## src/rtl/mdio_pkg.sv

```systemverilog
`timescale 1ns/1ps
package mdio_pkg;
  localparam int MD_AW    = 5;
  localparam int MD_DW    = 16;
  localparam int MD_DIV_W = 8;
  localparam int MD_FRAME = 4 + 2 * MD_AW + 2 + MD_DW;
  localparam int LINK_BIT = 2;

  typedef enum logic [2:0] {
    SEL_CTRL  = 3'd0,
    SEL_CMD   = 3'd1,
    SEL_ADDR  = 3'd2,
    SEL_WDATA = 3'd3,
    SEL_RDATA = 3'd4,
    SEL_STAT  = 3'd5
  } csr_sel_e;

  typedef enum logic [1:0] {OP_NONE, OP_SCAN, OP_READ, OP_WRITE} mdio_op_e;

  // system clocks per half period of the management clock
  function automatic logic [MD_DIV_W-1:0] mdc_half(input logic [MD_DIV_W-1:0] div);
    logic [MD_DIV_W-1:0] even;
    even = {div[MD_DIV_W-1:1], 1'b0};
    if (even < MD_DIV_W'(4)) return MD_DIV_W'(1);
    return {1'b0, even[MD_DIV_W-1:1]};
  endfunction

  // lowest set command bit wins
  function automatic mdio_op_e pick_op(input logic [2:0] cmd);
    if (cmd[0]) return OP_SCAN;
    if (cmd[1]) return OP_READ;
    if (cmd[2]) return OP_WRITE;
    return OP_NONE;
  endfunction

  // frame body without preamble, first bit in the MSB
  function automatic logic [MD_FRAME-1:0] build_frame(input logic is_read,
                                                      input logic [MD_AW-1:0] phy,
                                                      input logic [MD_AW-1:0] rga,
                                                      input logic [MD_DW-1:0] wd);
    logic [1:0] opc;
    opc = is_read ? 2'b10 : 2'b01;
    return {2'b01, opc, phy, rga, 2'b10, (is_read ? {MD_DW{1'b0}} : wd)};
  endfunction
endpackage

```

## src/rtl/mdio_clkgen.sv

```systemverilog
`timescale 1ns/1ps
module mdio_clkgen
  import mdio_pkg::*;
(
  input  logic                clk,
  input  logic                rst_n,
  input  logic [MD_DIV_W-1:0] div,
  output logic                mdc,
  output logic                rise,
  output logic                fall
);
  logic [MD_DIV_W-1:0] cnt;
  logic [MD_DIV_W-1:0] half;
  logic                term;

  assign half = mdc_half(div);
  assign term = (cnt >= half - MD_DIV_W'(1));
  assign rise = term && !mdc;
  assign fall = term && mdc;

  always_ff @(posedge clk or negedge rst_n) begin
    if (!rst_n) begin
      cnt <= '0;
      mdc <= 1'b0;
    end else if (term) begin
      cnt <= '0;
      mdc <= ~mdc;
    end else begin
      cnt <= cnt + MD_DIV_W'(1);
    end
  end

  AST_RISE_SPACED: assert property (@(posedge clk) disable iff (!rst_n) rise |=> !rise);
endmodule

```

## src/rtl/mdio_engine.sv

```systemverilog
`timescale 1ns/1ps
module mdio_engine
  import mdio_pkg::*;
#(
  parameter int PRE_LEN = 32
) (
  input  logic             clk,
  input  logic             rst_n,
  input  logic             start,
  input  logic             op_read,
  input  logic             nopre,
  input  logic             again,
  input  logic [MD_AW-1:0] phy,
  input  logic [MD_AW-1:0] rga,
  input  logic [MD_DW-1:0] wdata,
  input  logic             rise,
  input  logic             fall,
  input  logic             mdio_i,
  output logic             mdo,
  output logic             mdoe,
  output logic             busy,
  output logic             done,
  output logic             rd_frame,
  output logic [MD_DW-1:0] rd_word
);
  localparam int PW       = $clog2(PRE_LEN + 1);
  localparam int FW       = $clog2(MD_FRAME + 1);
  localparam int TA_IDX   = 4 + 2 * MD_AW;
  localparam int DATA_IDX = TA_IDX + 2;

  typedef enum logic {ENG_IDLE, ENG_RUN} eng_st_e;

  eng_st_e             st;
  logic [MD_FRAME-1:0] sh;
  logic [PW-1:0]       pre_left;
  logic [FW-1:0]       drv_cnt;
  logic [FW-1:0]       smp_cnt;
  logic                rd_q;
  logic [MD_DW-1:0]    cap;

  // named events used by the logic and the assertions
  logic sample_now, load, load_rd, drive_pre, drive_bit, in_turn;

  assign sample_now = (st == ENG_RUN) && rise && (smp_cnt < drv_cnt);
  assign done       = sample_now && (smp_cnt == FW'(MD_FRAME - 1));
  assign load       = ((st == ENG_IDLE) && start) || (done && again);
  assign load_rd    = (st == ENG_IDLE) ? op_read : 1'b1;
  assign drive_pre  = (st == ENG_RUN) && fall && (pre_left != '0);
  assign drive_bit  = (st == ENG_RUN) && fall && (pre_left == '0) && (drv_cnt < FW'(MD_FRAME));
  assign in_turn    = rd_q && (drv_cnt >= FW'(TA_IDX));
  assign rd_word    = {cap[MD_DW-2:0], mdio_i};
  assign busy       = (st == ENG_RUN);
  assign rd_frame   = rd_q;

  always_ff @(posedge clk or negedge rst_n) begin
    if (!rst_n) begin
      st       <= ENG_IDLE;
      sh       <= '0;
      pre_left <= '0;
      drv_cnt  <= '0;
      smp_cnt  <= '0;
      rd_q     <= 1'b0;
      cap      <= '0;
      mdo      <= 1'b1;
      mdoe     <= 1'b0;
    end else begin
      if (load) begin
        st       <= ENG_RUN;
        sh       <= build_frame(load_rd, phy, rga, wdata);
        pre_left <= nopre ? '0 : PW'(PRE_LEN);
        drv_cnt  <= '0;
        smp_cnt  <= '0;
        rd_q     <= load_rd;
      end else if (done) begin
        st <= ENG_IDLE;
      end else begin
        if (drive_pre) begin
          mdo      <= 1'b1;
          mdoe     <= 1'b1;
          pre_left <= pre_left - PW'(1);
        end
        if (drive_bit) begin
          mdo     <= sh[MD_FRAME-1];
          sh      <= {sh[MD_FRAME-2:0], 1'b0};
          mdoe    <= !in_turn;
          drv_cnt <= drv_cnt + FW'(1);
        end
        if (sample_now) begin
          smp_cnt <= smp_cnt + FW'(1);
          if (rd_q && (smp_cnt >= FW'(DATA_IDX))) cap <= rd_word;
        end
      end
      // hand the line back one half period after the last bit
      if ((st == ENG_IDLE) && fall) mdoe <= 1'b0;
    end
  end

  AST_LINE_ON_FALL:   assert property (@(posedge clk) disable iff (!rst_n) !$stable(mdo) |-> $past(fall));
  AST_READ_RELEASED:  assert property (@(posedge clk) disable iff (!rst_n)
                        (busy && rd_q && (drv_cnt > FW'(DATA_IDX))) |-> !mdoe);
  AST_BUSY_END_RISE:  assert property (@(posedge clk) disable iff (!rst_n) $fell(busy) |-> $past(rise));
endmodule

```

## src/rtl/mdio_csr.sv

```systemverilog
`timescale 1ns/1ps
module mdio_csr
  import mdio_pkg::*;
#(
  parameter logic [MD_DIV_W-1:0] RST_DIV = 8'd10
) (
  input  logic                clk,
  input  logic                rst_n,
  input  logic                wr,
  input  logic [2:0]          sel,
  input  logic [15:0]         wdata,
  output logic [15:0]         rdata,
  input  logic                eng_busy,
  input  logic                eng_done,
  input  logic                eng_rd_frame,
  input  logic [MD_DW-1:0]    rd_word,
  output logic                start,
  output logic                op_read,
  output logic                nopre,
  output logic                again,
  output logic [MD_DIV_W-1:0] div,
  output logic [MD_AW-1:0]    phy,
  output logic [MD_AW-1:0]    rga,
  output logic [MD_DW-1:0]    wd
);
  logic [MD_DIV_W:0] ctrl_q;
  logic [2:0]        cmd_q;
  logic              armed_q;
  logic              scan_q;
  logic [MD_DW-1:0]  rdata_q;
  logic              linkfail_q;
  logic              invalid_q;
  mdio_op_e          op;

  assign op      = pick_op(cmd_q);
  assign start   = armed_q && (cmd_q != 3'd0) && !eng_busy;
  assign op_read = (op != OP_WRITE);
  assign again   = scan_q && cmd_q[0];
  assign div     = ctrl_q[MD_DIV_W-1:0];
  assign nopre   = ctrl_q[MD_DIV_W];

  always_ff @(posedge clk or negedge rst_n) begin
    if (!rst_n) begin
      ctrl_q <= {1'b0, RST_DIV};
      cmd_q  <= '0;
      phy    <= '0;
      rga    <= '0;
      wd     <= '0;
    end else if (wr) begin
      case (csr_sel_e'(sel))
        SEL_CTRL:  ctrl_q <= wdata[MD_DIV_W:0];
        SEL_CMD:   cmd_q  <= wdata[2:0];
        SEL_ADDR: begin
          phy <= wdata[MD_AW-1:0];
          rga <= wdata[8 +: MD_AW];
        end
        SEL_WDATA: wd <= wdata[MD_DW-1:0];
        default: ;
      endcase
    end
  end

  always_ff @(posedge clk or negedge rst_n) begin
    if (!rst_n) begin
      armed_q    <= 1'b1;
      scan_q     <= 1'b0;
      rdata_q    <= '0;
      linkfail_q <= 1'b0;
      invalid_q  <= 1'b0;
    end else begin
      if (start) armed_q <= 1'b0;
      else if (cmd_q == 3'd0) armed_q <= 1'b1;
      if (start) begin
        scan_q    <= (op == OP_SCAN);
        invalid_q <= (op == OP_SCAN);
      end
      if (eng_done) begin
        invalid_q <= 1'b0;
        if (eng_rd_frame) rdata_q <= rd_word;
        if (scan_q) linkfail_q <= ~rd_word[LINK_BIT];
      end
    end
  end

  always_comb begin
    rdata = '0;
    case (csr_sel_e'(sel))
      SEL_CTRL:  rdata = 16'(ctrl_q);
      SEL_CMD:   rdata = 16'(cmd_q);
      SEL_ADDR:  rdata = {3'b000, rga, 3'b000, phy};
      SEL_WDATA: rdata = wd;
      SEL_RDATA: rdata = rdata_q;
      SEL_STAT:  rdata = {13'd0, invalid_q, eng_busy, linkfail_q};
      default:   rdata = '0;
    endcase
  end

  AST_BUSY_AFTER_START: assert property (@(posedge clk) disable iff (!rst_n) start |=> eng_busy);
  AST_REARM_ON_ZERO:    assert property (@(posedge clk) disable iff (!rst_n) $rose(armed_q) |-> $past(cmd_q == 3'd0));
  AST_SCAN_STAYS_BUSY:  assert property (@(posedge clk) disable iff (!rst_n) (eng_done && again) |=> eng_busy);
  AST_INVALID_ON_DONE:  assert property (@(posedge clk) disable iff (!rst_n) $fell(invalid_q) |-> $past(eng_done));
endmodule

```

## src/rtl/mdio_master.sv

```systemverilog
`timescale 1ns/1ps
module mdio_master
  import mdio_pkg::*;
#(
  parameter int                  PRE_LEN = 32,
  parameter logic [MD_DIV_W-1:0] RST_DIV = 8'd10
) (
  input  logic        clk,
  input  logic        rst_n,
  input  logic        csr_wr,
  input  logic [2:0]  csr_sel,
  input  logic [15:0] csr_wdata,
  output logic [15:0] csr_rdata,
  output logic        mdc,
  output logic        mdio_o,
  output logic        mdio_oe,
  input  logic        mdio_i
);
  logic                start, op_read, nopre, again;
  logic [MD_DIV_W-1:0] div;
  logic [MD_AW-1:0]    phy, rga;
  logic [MD_DW-1:0]    wd, rd_word;
  logic                rise, fall, busy, done, rd_frame;

  mdio_csr #(.RST_DIV(RST_DIV)) u_csr (
    .clk(clk), .rst_n(rst_n), .wr(csr_wr), .sel(csr_sel), .wdata(csr_wdata),
    .rdata(csr_rdata), .eng_busy(busy), .eng_done(done), .eng_rd_frame(rd_frame),
    .rd_word(rd_word), .start(start), .op_read(op_read), .nopre(nopre),
    .again(again), .div(div), .phy(phy), .rga(rga), .wd(wd)
  );

  mdio_clkgen u_clk (
    .clk(clk), .rst_n(rst_n), .div(div), .mdc(mdc), .rise(rise), .fall(fall)
  );

  mdio_engine #(.PRE_LEN(PRE_LEN)) u_eng (
    .clk(clk), .rst_n(rst_n), .start(start), .op_read(op_read), .nopre(nopre),
    .again(again), .phy(phy), .rga(rga), .wdata(wd), .rise(rise), .fall(fall),
    .mdio_i(mdio_i), .mdo(mdio_o), .mdoe(mdio_oe), .busy(busy), .done(done),
    .rd_frame(rd_frame), .rd_word(rd_word)
  );
endmodule

```

## config.mk

```make
export PLATFORM = sky130hd
export DESIGN_NAME = mdio_master
export DESIGN_NICKNAME = d
export VERILOG_FILES = /design/src/rtl/mdio_pkg.sv /design/src/rtl/mdio_clkgen.sv /design/src/rtl/mdio_engine.sv /design/src/rtl/mdio_csr.sv /design/src/rtl/mdio_master.sv
export SDC_FILE = /design/constraint.sdc
export NUM_CORES = 1
export LEC_CHECK = 0
export CAP_MARGIN = 20
export CORE_ASPECT_RATIO = 0.8
export CORE_MARGIN = 5
export CORE_UTILIZATION = 60
export CTS_BUF_LIST = sky130_fd_sc_hd__clkbuf_4 sky130_fd_sc_hd__clkbuf_8
export CTS_CLUSTER_SIZE = 16
export DETAILED_ROUTE_END_ITERATION = 12
export DONT_BUFFER_PORTS = 1
export PLACE_DENSITY = 0.84
export SYNTH_ARGS = -nofsm -noshare
export SYNTH_HDL_FRONTEND = slang
export SYNTH_SLANG_ARGS = --single-unit
```

## constraint.sdc

```tcl
create_clock -name clk -period 4.1 [get_ports clk]
set_clock_uncertainty 0.15 [all_clocks]
set_input_delay 0.615 -clock clk [delete_from_list [all_inputs] [get_ports clk]]
set_output_delay 0.615 -clock clk [all_outputs]
set_load 0.02 [all_outputs]
```

[Word level (Yosys, flattened, before mapping)]
Index checks and enable logic that the tools add are counted.
Storage, ports and cells
  bits of input ports: 23
  memory bits (writable): 0
  logic and storage cells: 139
  latch bits: 0
  bits in read-only memories: 0
  flip-flop bits (word level): 136
  output and inout bits: 19
  memories kept: 0
Operators by class
  multipliers: 0
  shift operators: 0
  $add $sub $neg: 5
  reduce and logical (&&, ||, !) cells: 46
  bitwise gates (word level): 5
  equal/unequal tests: 11
  mux-type cells: 45
  order comparisons: 6
  divide/modulo/power cells: 0
Operator list (count)
  $mux 32: 3
  $pmux 16 s6: 1
  $mux 6: 10
  $mux 8: 3
  $mux 1: 20
  $reduce_and 2->1: 9
  $logic_and 1x1->1: 17
  $mux 16: 1
  $mux 2: 7
  $reduce_bool 2->1: 7
  $add 6x1->6 const B: 2
  $add 8x1->8 const B: 1
  $ge 8x8->1: 1
  $lt 8x3->1 const B: 1
  $ne 2x2->1 const B: 4
  $sub 8x1->8 const B: 1
  $eq 3x2->1 const B: 2
  $eq 3x3->1 const B: 2
  $eq 6x5->1 const B: 1
  $ge 6x4->1 const B: 1
  $ge 6x5->1 const B: 1
  $logic_not 3->1: 2
  $logic_not 6->1: 1
  $lt 6x6->1: 1
  11 further kinds: 19

[Depth between registers and ports, before layout]
Gate-level depths: netlist of run 1.
  depth after elaboration: 13
  mapped depth: 13
  mapped depth without buffers: 12

[Modules after synthesis]
From an unflattened synthesis of run 1, not the netlist that was laid out.
Second synthesis, totals
  cell total of the unflattened synthesis: 569
  area, all modules: 6605.1 sq um
By module, submodules not included
  mdio_engine: area each 3209.3 sq um, cells each 306, instances 1, seq. area each 1727.9 sq um
  mdio_csr: area each 2688.8 sq um, cells each 192, instances 1, seq. area each 1455.1 sq um
  mdio_clkgen: area each 706.9 sq um, cells each 71, instances 1, seq. area each 225.2 sq um

[Worst setup path before layout of run 1]
No wires, ideal clock.
  kind: register to register
  start: register u_csr.ctrl_q[4]
  end: register u_csr.rdata_q[0]
  setup time: 125 ps
  data arrival time: 3073 ps
  data required time: 3825 ps
  cell stages (with the launch flop): 14
  buffers on the path: 2
  path slack: 752 ps
  period minus slack after synthesis: 3348 ps
  path through: dfrtp_1 nor4_1 a21oi_1 ha_1 xnor2_1 ha_1 a31oi_1 nor2b_1 o21ba_2 or2_2 clkbuf_1 nand4_2 buf_2 mux2_2
Between the ends
  word-level cells in the longest chain between the ends: 10
Ends and longest elaborated chain
  from (decl): RTL line mdio_csr.sv:26  | logic [MD_DIV_W:0] ctrl_q;
  from (signal assigned): RTL line mdio_csr.sv:44  | ctrl_q <= {1'b0, RST_DIV};
  from (signal assigned): RTL line mdio_csr.sv:51  | SEL_CTRL: ctrl_q <= wdata[MD_DIV_W:0];
  $lt 8x3->1: RTL line mdio_pkg.sv:24  | if (even < MD_DIV_W'(4)) return MD_DIV_W'(1);
  $mux 1: RTL line mdio_pkg.sv:24
  $mux 8 *: RTL line mdio_pkg.sv:25  | return {1'b0, even[MD_DIV_W-1:1]};
  $sub 8x1->8 *: RTL line mdio_clkgen.sv:17  | assign term = (cnt >= half - MD_DIV_W'(1));
  $ge 8x8->1 *: RTL line mdio_clkgen.sv:17
  $logic_and 1x1->1 *: RTL line mdio_clkgen.sv:18  | assign rise = term && !mdc;
  $logic_and 1x1->1 * (2 in a row): RTL line mdio_engine.sv:44  | assign sample_now = (st == ENG_RUN) && rise && (smp_cnt < drv_cnt);
  $logic_and 1x1->1 *: RTL line mdio_engine.sv:45  | assign done = sample_now && (smp_cnt == FW'(MD_FRAME - 1));
  $reduce_and 2->1 (no source line) *
  to (signal assigned): RTL line mdio_csr.sv:79  | if (eng_rd_frame) rdata_q <= rd_word;
  to (decl): RTL line mdio_csr.sv:30  | logic [MD_DW-1:0] rdata_q;
Mark *: on every way between the ends. The rest lies on a longest branch, timed or not.
A chain may end at the register's enable or synchronous reset.

[Final worst setup path of run 1]
  start: register u_csr.ctrl_q[3]
  end: register u_eng.cap[1]
Between the ends
  word-level cells in the longest chain between the ends: 13
  elaborated cells between the ends (all ways): 14
  classes of those cells: add/sub (1); order compare (2); mux (2); bitwise (2); reduce/logical (7)
Ends and longest elaborated chain
  $lt 8x3->1: RTL line mdio_pkg.sv:24
  $mux 1: RTL line mdio_pkg.sv:24
  $mux 8 *: RTL line mdio_pkg.sv:25
  $sub 8x1->8 *: RTL line mdio_clkgen.sv:17
  $ge 8x8->1 *: RTL line mdio_clkgen.sv:17
  $logic_and 1x1->1 *: RTL line mdio_clkgen.sv:18
  $logic_and 1x1->1 * (2 in a row): RTL line mdio_engine.sv:44
  $logic_and 1x1->1: RTL line mdio_engine.sv:45
  $logic_and 1x1->1: RTL line mdio_engine.sv:46  | assign load = ((st == ENG_IDLE) && start) || (done && again);
  $logic_or 1x1->1: RTL line mdio_engine.sv:46
  $not 1->1 (no source line)
  $reduce_and 4->1 (no source line) *
  to (signal assigned): RTL line mdio_engine.sv:90  | if (rd_q && (smp_cnt >= FW'(DATA_IDX))) cap <= rd_word;
  to (decl): RTL line mdio_engine.sv:39  | logic [MD_DW-1:0] cap;
Marked as above.

==> qor.json, run 1 <==
{
  "failed_checks": {"value": "negative hold slack"},
  "fmaxAchievable": {"value": 0.261, "unit": "GHz"},
  "report.final.slew_viol_count": {"value": 0},
  "overall_overflow_remaining_after_global_route": {"value": 0},
  "chipHeight": {"value": 104, "unit": "um"},
  "wire_per_inst": {"value": 21.1, "unit": "um"},
  "cts.path.max_buffers": {"value": 2},
  "crit_path_end_kind": {"value": "register"},
  "async_reset_ff_share": {"value": 100, "unit": "%"},
  "grt_first_pass_wirelength": {"value": 24900, "unit": "um"},
  "vias_per_cell": {"value": 6.41},
  "max_rail_drop_vdd": {"value": 485, "unit": "uV"},
  "number_of_detailed_routing_iterations_run_before_antenna_repair": {"value": 6},
  "worst-setup-path-type": {"value": "register to register"},
  "num_antenna_cells": {"value": 0},
  "wl": {"value": 15400, "unit": "um"},
  "ant_nets": {"value": 0},
  "synthesis.area_per_instance": {"value": 11.5, "unit": "um^2"},
  "detailroute.via_count": {"value": 4682},
  "syn2layout_area_growth": {"value": 9.86, "unit": "%"},
  "post_route_cells_drive_above_1_share": {"value": 21.8, "unit": "%"},
  "clk_root_buffer_cell": {"value": "sky130_fd_sc_hd__clkbuf_8"},
  "worst_path_fanout_max": {"value": 15},
  "setup_total_negative_slack": {"value": 0, "unit": "ns"},
  "effective_utilization_at_floorplan": {"value": 61.1, "unit": "%"},
  "first_global_vias": {"value": 4588},
  "mappedNetlistArea": {"value": 0.00660, "unit": "mm^2"},
  "clock_tree_from_tritoncts": {"value": "done"},
  "clkSlewWorstSetupHoldPaths": {"value": 0.08, "unit": "ns"},
  "final.period_utilization": {"value": 93.3, "unit": "%"},
  "dpl_cell_area": {"value": 0.00672, "unit": "mm^2"},
  "buffer_ports.inserted": {"value": 0},
  "drv_cap": {"value": 0},
  "finalHoldWorstSlack": {"value": -0.0236, "unit": "ns"},
  "floorplan.core_area": {"value": 0.0108, "unit": "mm^2"},
  "placement_rows": {"value": 34},
  "synth_edf_count": {"value": 0},
  "mostFrequentLayoutCells": {"value": "sky130_fd_sc_hd__dfrtp_1, sky130_fd_sc_hd__mux2_2, sky130_fd_sc_hd__nor2_1, sky130_fd_sc_hd__nand2_1, sky130_fd_sc_hd__a221o_1"},
  "final-setup-viol-count": {"value": 0},
  "syn_nets": {"value": 615},
  "ys_seq_elements": {"value": 136},
  "synthCells": {"value": 572},
  "chipWidth": {"value": 127, "unit": "um"},
  "ys_warn_count": {"value": 0},
  "die-area": {"value": 0.0132, "unit": "mm^2"},
  "cts.sink_count": {"value": 136},
  "nNetsFinal": {"value": 616},
  "postSynth.topFlopCell": {"value": "sky130_fd_sc_hd__dfrtp_1"},
  "cellPowerDensity": {"value": 593, "unit": "mW/mm^2"},
  "gp_congestion": {"value": 0.915},
  "period_minus_slack": {"value": 3.83, "unit": "ns"},
  "insertion_delay": {"value": 0.44, "unit": "ns"},
  "finish.instance_area": {"value": 0.00725, "unit": "mm^2"},
  "cts_made_buffers": {"value": 17},
  "post-cts-setup-buffer-count": {"value": 0},
  "detail_route.drc_violations": {"value": 0},
  "cp_data_required_time": {"value": 4.28, "unit": "ns"},
  "startpoint_type": {"value": "register"},
  "synth.yosys.seq_area_share": {"value": 51.6, "unit": "%"},
  "slew_headroom": {"value": 41.7, "unit": "%"},
  "data_arrival_at_the_endpoint_of_the_critical_path": {"value": 4.00, "unit": "ns"},
  "final_common_cell": {"value": "sky130_fd_sc_hd__dfrtp_1"},
  "total_track_usage": {"value": 23.8, "unit": "%"},
  "drt_iter0_markers": {"value": 592},
  "top_level_ports": {"value": 42},
  "cts_max_level": {"value": 4},
  "timing.hold.worst.class": {"value": "input port to async pin"},
  "worst_pin_slew": {"value": 0.873, "unit": "ns"},
  "post_synth_num_cell_types": {"value": 61},
  "grt_max_degree": {"value": 137},
  "p_leak": {"value": 3.30, "unit": "nW"},
  "timing.final.hold_violations": {"value": 10},
  "dpl.hpwl": {"value": 10500, "unit": "um"},
  "grt_antenna_before_repair": {"value": 0},
  "run_status": {"value": "finished with violations"},
  "rsz0062_at_grt": {"value": "false"}
}
## flip-flops by register name, summed over array words and instances (netlist names)
| register | flops |
|---|---|
| u_csr.rga | 5 |
| u_clk.cnt | 8 |
| u_eng.busy | 1 |
| u_csr.armed_q | 1 |
| u_eng.mdo | 1 |
| u_csr.cmd_q | 3 |
| u_csr.linkfail_q | 1 |
| u_eng.pre_left | 6 |
| u_csr.phy | 5 |
| u_eng.smp_cnt | 6 |
| u_eng.cap | 15 |
| u_csr.invalid_q | 1 |
| u_clk.mdc | 1 |
| u_eng.mdoe | 1 |
| u_eng.sh | 32 |
| u_csr.ctrl_q | 9 |
| u_eng.rd_frame | 1 |
| u_eng.drv_cnt | 6 |
| u_csr.wd | 16 |
| u_csr.scan_q | 1 |
| u_csr.rdata_q | 16 |
## per-stage QoR
step | instances | utilization, % | setup slack (ns) | total power (W) | hold WS, ns
3_5_place_dp | 695 | 62.2 | 0.301 | 0.00292 | 0.176
5_1_grt | 730 | 67.1 | 0.128 | 0.00452 | 0.0542
6_report | 730 | 67.1 | 0.273 | 0.00430 | -0.0236
4_1_cts | 728 | 66.9 | 0.254 | 0.00428 | 0.0351
2_1_floorplan | 572 | - | 0.752 | 0.00265 | 0.169
3_3_place_gp | 695 | 62.2 | 0.563 | 0.00283 | 0.176
## where the power goes
part | internal [W] | switching [W] | total, W
Clock | 0.000788 | 0.000547 | 0.00134
Sequential | 0.00163 | 0.000322 | 0.00195
Combinational | 0.000454 | 0.000559 | 0.00101
Total | 0.00288 | 0.00143 | 0.00430
## path summary, 6_finish.rpt
kind / from / slack, ns / to / cells after the start
worst max-delay path: u_csr.ctrl_q[3] / 0.27 / u_eng.cap[1] / 13
worst min-delay path: rst_n / -0.02 / u_clk.cnt[0] / 1
worst max register to register: u_csr.ctrl_q[3] / 0.27 / u_eng.cap[1] / 13
worst min register to register: u_clk.cnt[0] / 0.36 / u_clk.cnt[0] / 1
max in group asynchronous: rst_n / 3.31 / u_eng.sh[8] / 1
min in group clk: csr_wdata[7] / 0.17 / u_csr.ctrl_q[7] / 1
## final cells by class
cell class,instances,area (um^2)
clock buffer,17,234
clock inverter,15,245
fill,793,3550
inverter,20,75.1
multi-input combinational,386,3000
sequential,136,3410
tap,144,180
timing repair buffer,12,110
## synth_stat cells (all sizes together), types with 2 or more instances
cell type | count | area share (%)
a21boi | 11 | 1.3
a21oi | 12 | 0.91
a221o | 28 | 4.2
a22o | 5 | 0.66
a22oi | 11 | 1.3
a31oi | 5 | 0.47
and2 | 23 | 2.2
and3 | 4 | 0.38
buf | 9 | 0.81
clkbuf | 21 | 1.2
dfrtp | 132 | 50
dfstp | 4 | 1.6
ha | 20 | 3.8
inv | 20 | 1.1
mux2 | 70 | 12
mux2i | 10 | 1.5
nand2 | 34 | 1.9
nand3 | 10 | 0.83
nand4 | 8 | 0.85
nor2 | 34 | 1.9
nor2b | 3 | 0.28
nor3 | 9 | 0.93
nor3b | 4 | 0.45
nor4 | 4 | 0.38
o2111ai | 2 | 0.27
o211ai | 5 | 0.57
o21a | 5 | 0.57
o21ai | 24 | 1.8
o22ai | 5 | 0.47
o31ai | 4 | 0.45
or2 | 2 | 0.19
xnor2 | 8 | 1.1
xor2 | 5 | 0.66
## metal layers
metal / share of wire, % / GRT usage [%]
met1: 44 / 34.3
met2: 46 / 35.3
met3: 7.8 / 6.38
met4: 1.9 / 7.73
met5: 0 / 0
## critical path, stage by stage, from the launching register on
cell	delay [ns]
sky130_fd_sc_hd__dfstp_2	0.60
sky130_fd_sc_hd__nor4_1	0.08
sky130_fd_sc_hd__a21oi_1	0.33
sky130_fd_sc_hd__ha_1	0.32
sky130_fd_sc_hd__nand4bb_1	0.13
sky130_fd_sc_hd__xor2_1	0.16
sky130_fd_sc_hd__ha_1	0.31
sky130_fd_sc_hd__nand4_1	0.12
sky130_fd_sc_hd__o21ba_2	0.33
sky130_fd_sc_hd__o211ai_1	0.10
sky130_fd_sc_hd__buf_4	0.22
sky130_fd_sc_hd__nor2_1	0.21
sky130_fd_sc_hd__buf_4	0.28
sky130_fd_sc_hd__mux2_2	0.37
## cell families (layout without fill, tap and decap cells)
logic type      Yosys count  count (layout)  share of synthesized area, %
simple gates            143             143                          11.4
flops                   136             136                          51.6
compound gates          129             129                          14.7
mux                      80              80                          13.5
buf+inv                  50              64                          3.15
fa+ha+maj                20              20                          3.79
xor+xnor                 13              13                          1.72
other cells               1               1                        0.0568
## what timing repair did
| action | in CTS | in global routing |
|---|---|---|
| setup endpoints to repair | 0 | 2 |
| gates resized for setup | 0 | 1 |
| endpoints found under the hold margin | 136 | 0 |
| hold buffers | 1 | 0 |
No activity file was read; power rests on OpenSTA's default activity.
==> inputs of run 2 (changes only) <==
--- a/config.mk
+++ b/config.mk
@@ -16,4 +16,5 @@
 export PLACE_DENSITY = 0.84
 export SYNTH_ARGS = -nofsm -noshare
 export SYNTH_HDL_FRONTEND = slang
+export SYNTH_HIERARCHICAL = 1
 export SYNTH_SLANG_ARGS = --single-unit
==> run 2 against run 1 <==
Effect of this change: the flow still finishes with violations (negative hold slack); synthesized area about the same; final area is 0.16% higher; non-clock buffer count up 8; global-route usage is 0.32 points lower; wire length fell by 3.0%; synthesized cell count is 0.52% lower; final cell count increased by 0.96%; largest cell class unchanged.
==> qor.json, run 2 <==
{
  "run_status": {"value": "finished with violations"},
  "failed_checks": {"value": "negative hold slack"},
  "async_reset_ff_share": {"value": 100, "unit": "%", "change": "unchanged"},
  "cts_max_level": {"value": 4, "change": "unchanged"},
  "overall_overflow_remaining_after_global_route": {"value": 0, "change": "unchanged"},
  "final_common_cell": {"value": "sky130_fd_sc_hd__dfrtp_1"},
  "clock_tree_from_tritoncts": {"value": "done"},
  "effective_utilization_at_floorplan": {"value": 61.1, "unit": "%", "change": "about the same"},
  "rsz0062_at_grt": {"value": "false"},
  "post_placement_worst_setup_slack": {"value": 0.110, "unit": "ns", "change": "-0.191 ns"},
  "first_global_vias": {"value": 4720, "change": "+2.9%"},
  "number_of_detailed_routing_iterations_run_before_antenna_repair": {"value": 7, "change": "+1"},
  "mostFrequentLayoutCells": {"value": "sky130_fd_sc_hd__dfrtp_1, sky130_fd_sc_hd__mux2_2, sky130_fd_sc_hd__nand2_1"},
  "ant_nets": {"value": 0, "change": "unchanged"},
  "nNetsFinal": {"value": 622, "change": "+0.97%"},
  "cts_made_buffers": {"value": 17, "change": "unchanged"},
  "setup_total_negative_slack": {"value": 0, "unit": "ns", "change": "unchanged"},
  "synth.yosys.seq_area_share": {"value": 51.6, "unit": "%", "change": "about the same"},
  "p_leak": {"value": 3.36, "unit": "nW", "change": "+1.8%"},
  "synthesis.area_per_instance": {"value": 11.6, "unit": "um^2", "change": "+0.58%"},
  "post_route_cells_drive_above_1_share": {"value": 25.1, "unit": "%", "change": "+3.3 points"},
  "post_synth_num_cell_types": {"value": 63, "change": "+3.3%"},
  "die-area": {"value": 0.0132, "unit": "mm^2", "change": "about the same"},
  "timing.final.hold_violations": {"value": 24, "change": "+14"},
  "grt_first_pass_wirelength": {"value": 24800, "unit": "um", "change": "-0.61%"},
  "dpl_cell_area": {"value": 0.00678, "unit": "mm^2", "change": "+0.86%"},
  "chipWidth": {"value": 127, "unit": "um", "change": "about the same"},
  "drt_iter0_markers": {"value": 444, "change": "-25%"},
  "final.period_utilization": {"value": 94.4, "unit": "%", "change": "+1.1 points"},
  "crit_path_end_kind": {"value": "register"},
  "place_inst": {"value": 703, "change": "+1.2%"},
  "final-setup-viol-count": {"value": 0, "change": "unchanged"},
  "reg_top3": {"value": "u_eng/sh: 32 flops, u_csr/rdata_q: 16 flops, u_csr/wd: 16 flops"},
  "report.final.slew_viol_count": {"value": 0, "change": "unchanged"},
  "max_rail_drop_vdd": {"value": 417, "unit": "uV", "change": "-14%"},
  "insertion_delay": {"value": 0.43, "unit": "ns", "change": "about the same"},
  "grt_antenna_before_repair": {"value": 0, "change": "unchanged"},
  "wl": {"value": 15000, "unit": "um", "change": "-3.0%"},
  "post-synth-top-count-cell": {"value": "sky130_fd_sc_hd__dfrtp_1"},
  "vias_per_cell": {"value": 6.28, "change": "-2.2%"},
  "netlist.top_cell.by_area": {"value": "sky130_fd_sc_hd__dfrtp_1"},
  "ys_warn_count": {"value": 6, "change": "+6"},
  "finish.cell_count_without_fillers": {"value": 737, "change": "+0.96%"},
  "yosys-top-cells-area": {"value": "sky130_fd_sc_hd__dfrtp_1, sky130_fd_sc_hd__mux2_2, sky130_fd_sc_hd__ha_1"},
  "floorplan.core_area": {"value": 0.0108, "unit": "mm^2", "change": "unchanged"},
  "cellPowerDensity": {"value": 577, "unit": "mW/mm^2", "change": "-2.8%"},
  "synth_top_area_share": {"value": 50.0, "unit": "%", "change": "about the same"},
  "clkSlewWorstSetupHoldPaths": {"value": 0.08, "unit": "ns", "change": "about the same"},
  "cts.path.max_buffers": {"value": 2, "change": "unchanged"},
  "fmaxAchievable": {"value": 0.258, "unit": "GHz", "change": "-1.1%"},
  "worst_pin_slew": {"value": 0.684, "unit": "ns", "change": "-0.189 ns"},
  "wire_per_inst": {"value": 20.3, "unit": "um", "change": "-3.9%"},
  "drv_cap": {"value": 0, "change": "unchanged"},
  "startpoint_type": {"value": "register"},
  "grt_max_degree": {"value": 137, "change": "unchanged"},
  "cts.sink_count": {"value": 136, "change": "unchanged"},
  "mappedNetlistArea": {"value": 0.00661, "unit": "mm^2", "change": "about the same"},
  "synth_edf_count": {"value": 0, "change": "unchanged"},
  "finish.instance_area": {"value": 0.00726, "unit": "mm^2", "change": "+0.16%"},
  "setup_ws": {"value": 0.229, "unit": "ns", "change": "-0.0439 ns"},
  "clk_root_buffer_cell": {"value": "sky130_fd_sc_hd__clkbuf_8"},
  "postSynth.topFlopCell": {"value": "sky130_fd_sc_hd__dfrtp_1"},
  "syn2layout_area_growth": {"value": 9.96, "unit": "%", "change": "about the same"},
  "ys_seq_elements": {"value": 136, "change": "unchanged"},
  "worst_path_fanout_max": {"value": 16, "change": "+1"},
  "dpl.hpwl": {"value": 10100, "unit": "um", "change": "-3.3%"},
  "placement_rows": {"value": 34, "change": "unchanged"},
  "data_arrival_at_the_endpoint_of_the_critical_path": {"value": 4.04, "unit": "ns", "change": "+0.04 ns"},
  "timing.hold.worst.class": {"value": "input port to async pin"},
  "detailroute.via_count": {"value": 4625, "change": "-1.2%"},
  "detail_route.drc_violations": {"value": 0, "change": "unchanged"},
  "total_track_usage": {"value": 23.5, "unit": "%", "change": "-0.32 points"},
  "num_antenna_cells": {"value": 0, "change": "unchanged"},
  "chipHeight": {"value": 104, "unit": "um", "change": "about the same"},
  "synth_top_cells_by_count": {"value": "sky130_fd_sc_hd__dfrtp_1, sky130_fd_sc_hd__mux2_2, sky130_fd_sc_hd__nand2_1"},
  "buffer_ports.inserted": {"value": 0, "change": "unchanged"},
  "top_level_ports": {"value": 42, "change": "unchanged"},
  "layout.filler_cells": {"value": 787, "change": "-0.76%"},
  "rrSetupSlack": {"value": 0.23, "unit": "ns", "change": "-0.04 ns"},
  "slew_headroom": {"value": 54.4, "unit": "%", "change": "+13 points"},
  "syn_nets": {"value": 611, "change": "-0.65%"},
  "cp_data_required_time": {"value": 4.27, "unit": "ns", "change": "about the same"},
  "largest_register_ffs": {"value": 32, "change": "unchanged"},
  "period_minus_slack": {"value": 3.87, "unit": "ns", "change": "+0.0439 ns"},
  "worst-setup-path-type": {"value": "register to register"},
  "synthCells": {"value": 569, "change": "-0.52%"},
  "gp_congestion": {"value": 0.897, "change": "-2.0%"},
  "finalHoldWorstSlack": {"value": -0.0428, "unit": "ns", "change": "-0.0192 ns"},
  "largest_register": {"value": "u_eng/sh"}
}
-- run 2: cell type report --
| class | count | area [um^2] | area share (%) |
|---|---|---|---|
| Inverter | 14 | 52.6 | 0.724 |
| Sequential cell | 136 | 3410 | 46.9 |
| Timing Repair Buffer | 20 | 186 | 2.57 |
| Multi-Input combinational cell | 391 | 3020 | 41.5 |
| Clock buffer | 20 | 269 | 3.70 |
| Tap cell | 144 | 180 | 2.48 |
| Clock inverter | 12 | 150 | 2.07 |
-- run 2: kinds of logic after synthesis --
logic type               Yosys count  share of synthesized area [%]
AO/OA/AOI/OAI                    113                           12.3
XOR/XNOR                          18                           2.39
adder cells (fa/ha/maj)           19                           3.60
buffers and inverters             42                           3.26
flip-flops                       136                           51.6
multiplexers                      84                           14.9
other                              1                         0.0568
AND/OR/NAND/NOR                  156                           11.9
-- run 2: path summary, 6_finish.rpt --
kind | start | cells after the start | endpoint
worst min register to register | u_clk/cnt[0] | 1 | u_clk/cnt[0]
worst max-delay path | u_csr/ctrl_q[3] | 16 | u_csr/rdata_q[14]
worst max register to register | u_csr/ctrl_q[3] | 16 | u_csr/rdata_q[14]
worst min-delay path | rst_n | 1 | u_eng/busy
min in group clk | csr_wdata[14] | 1 | u_csr/wd[14]
max in group asynchronous | rst_n | 1 | u_csr/linkfail_q
-- run 2: per-stage QoR --
stage / total power [W] / hold WS (ns) / utilization, %
2_1_floorplan: 0.00274 / 0.169 / -
3_3_place_gp: 0.00293 / 0.173 / 62.7
3_5_place_dp: 0.00301 / 0.173 / 62.7
4_1_cts: 0.00419 / 0.0263 / 66.9
5_1_grt: 0.00443 / 0.0526 / 67.2
6_report: 0.00419 / -0.0428 / 67.2
-- run 2: worst max-delay path, stage by stage (launching register included) --
cell	delay, ns
sky130_fd_sc_hd__dfstp_2	0.61
sky130_fd_sc_hd__nor3_1	0.07
sky130_fd_sc_hd__a21oi_1	0.20
sky130_fd_sc_hd__ha_1	0.24
sky130_fd_sc_hd__nor3b_2	0.21
sky130_fd_sc_hd__xnor2_1	0.10
sky130_fd_sc_hd__ha_1	0.28
sky130_fd_sc_hd__nand2_1	0.06
sky130_fd_sc_hd__o41ai_2	0.34
sky130_fd_sc_hd__nor2b_1	0.20
sky130_fd_sc_hd__and3b_1	0.17
sky130_fd_sc_hd__o211a_1	0.17
sky130_fd_sc_hd__o211ai_2	0.11
sky130_fd_sc_hd__inv_1	0.22
sky130_fd_sc_hd__nand2_1	0.09
sky130_fd_sc_hd__buf_4	0.22
sky130_fd_sc_hd__mux2_2	0.30
-- run 2: timing repair --
action / CTS / global route
setup buffers: 0 / 1
setup endpoints to repair: 0 / 49
gates resized for setup: 0 / 7
endpoints found under the hold margin: 136 / 0
hold buffers: 1 / 0
-- run 2: where the power goes --
part	leakage, nW	internal, W	total [W]	switching, W
clock	0.208	0.000638	0.00115	0.000512
combinational	1.42	0.000507	0.00102	0.000509
sequential	1.72	0.00170	0.00202	0.000324
-- run 2: routing by layer --
layer	share of wire, %	GRT usage [%]	wire length (um)
met5	0	0	0
met4	1.5	6.81	231
met3	8.2	9.93	1240
met1	42	30.6	6320
met2	48	36.2	7190
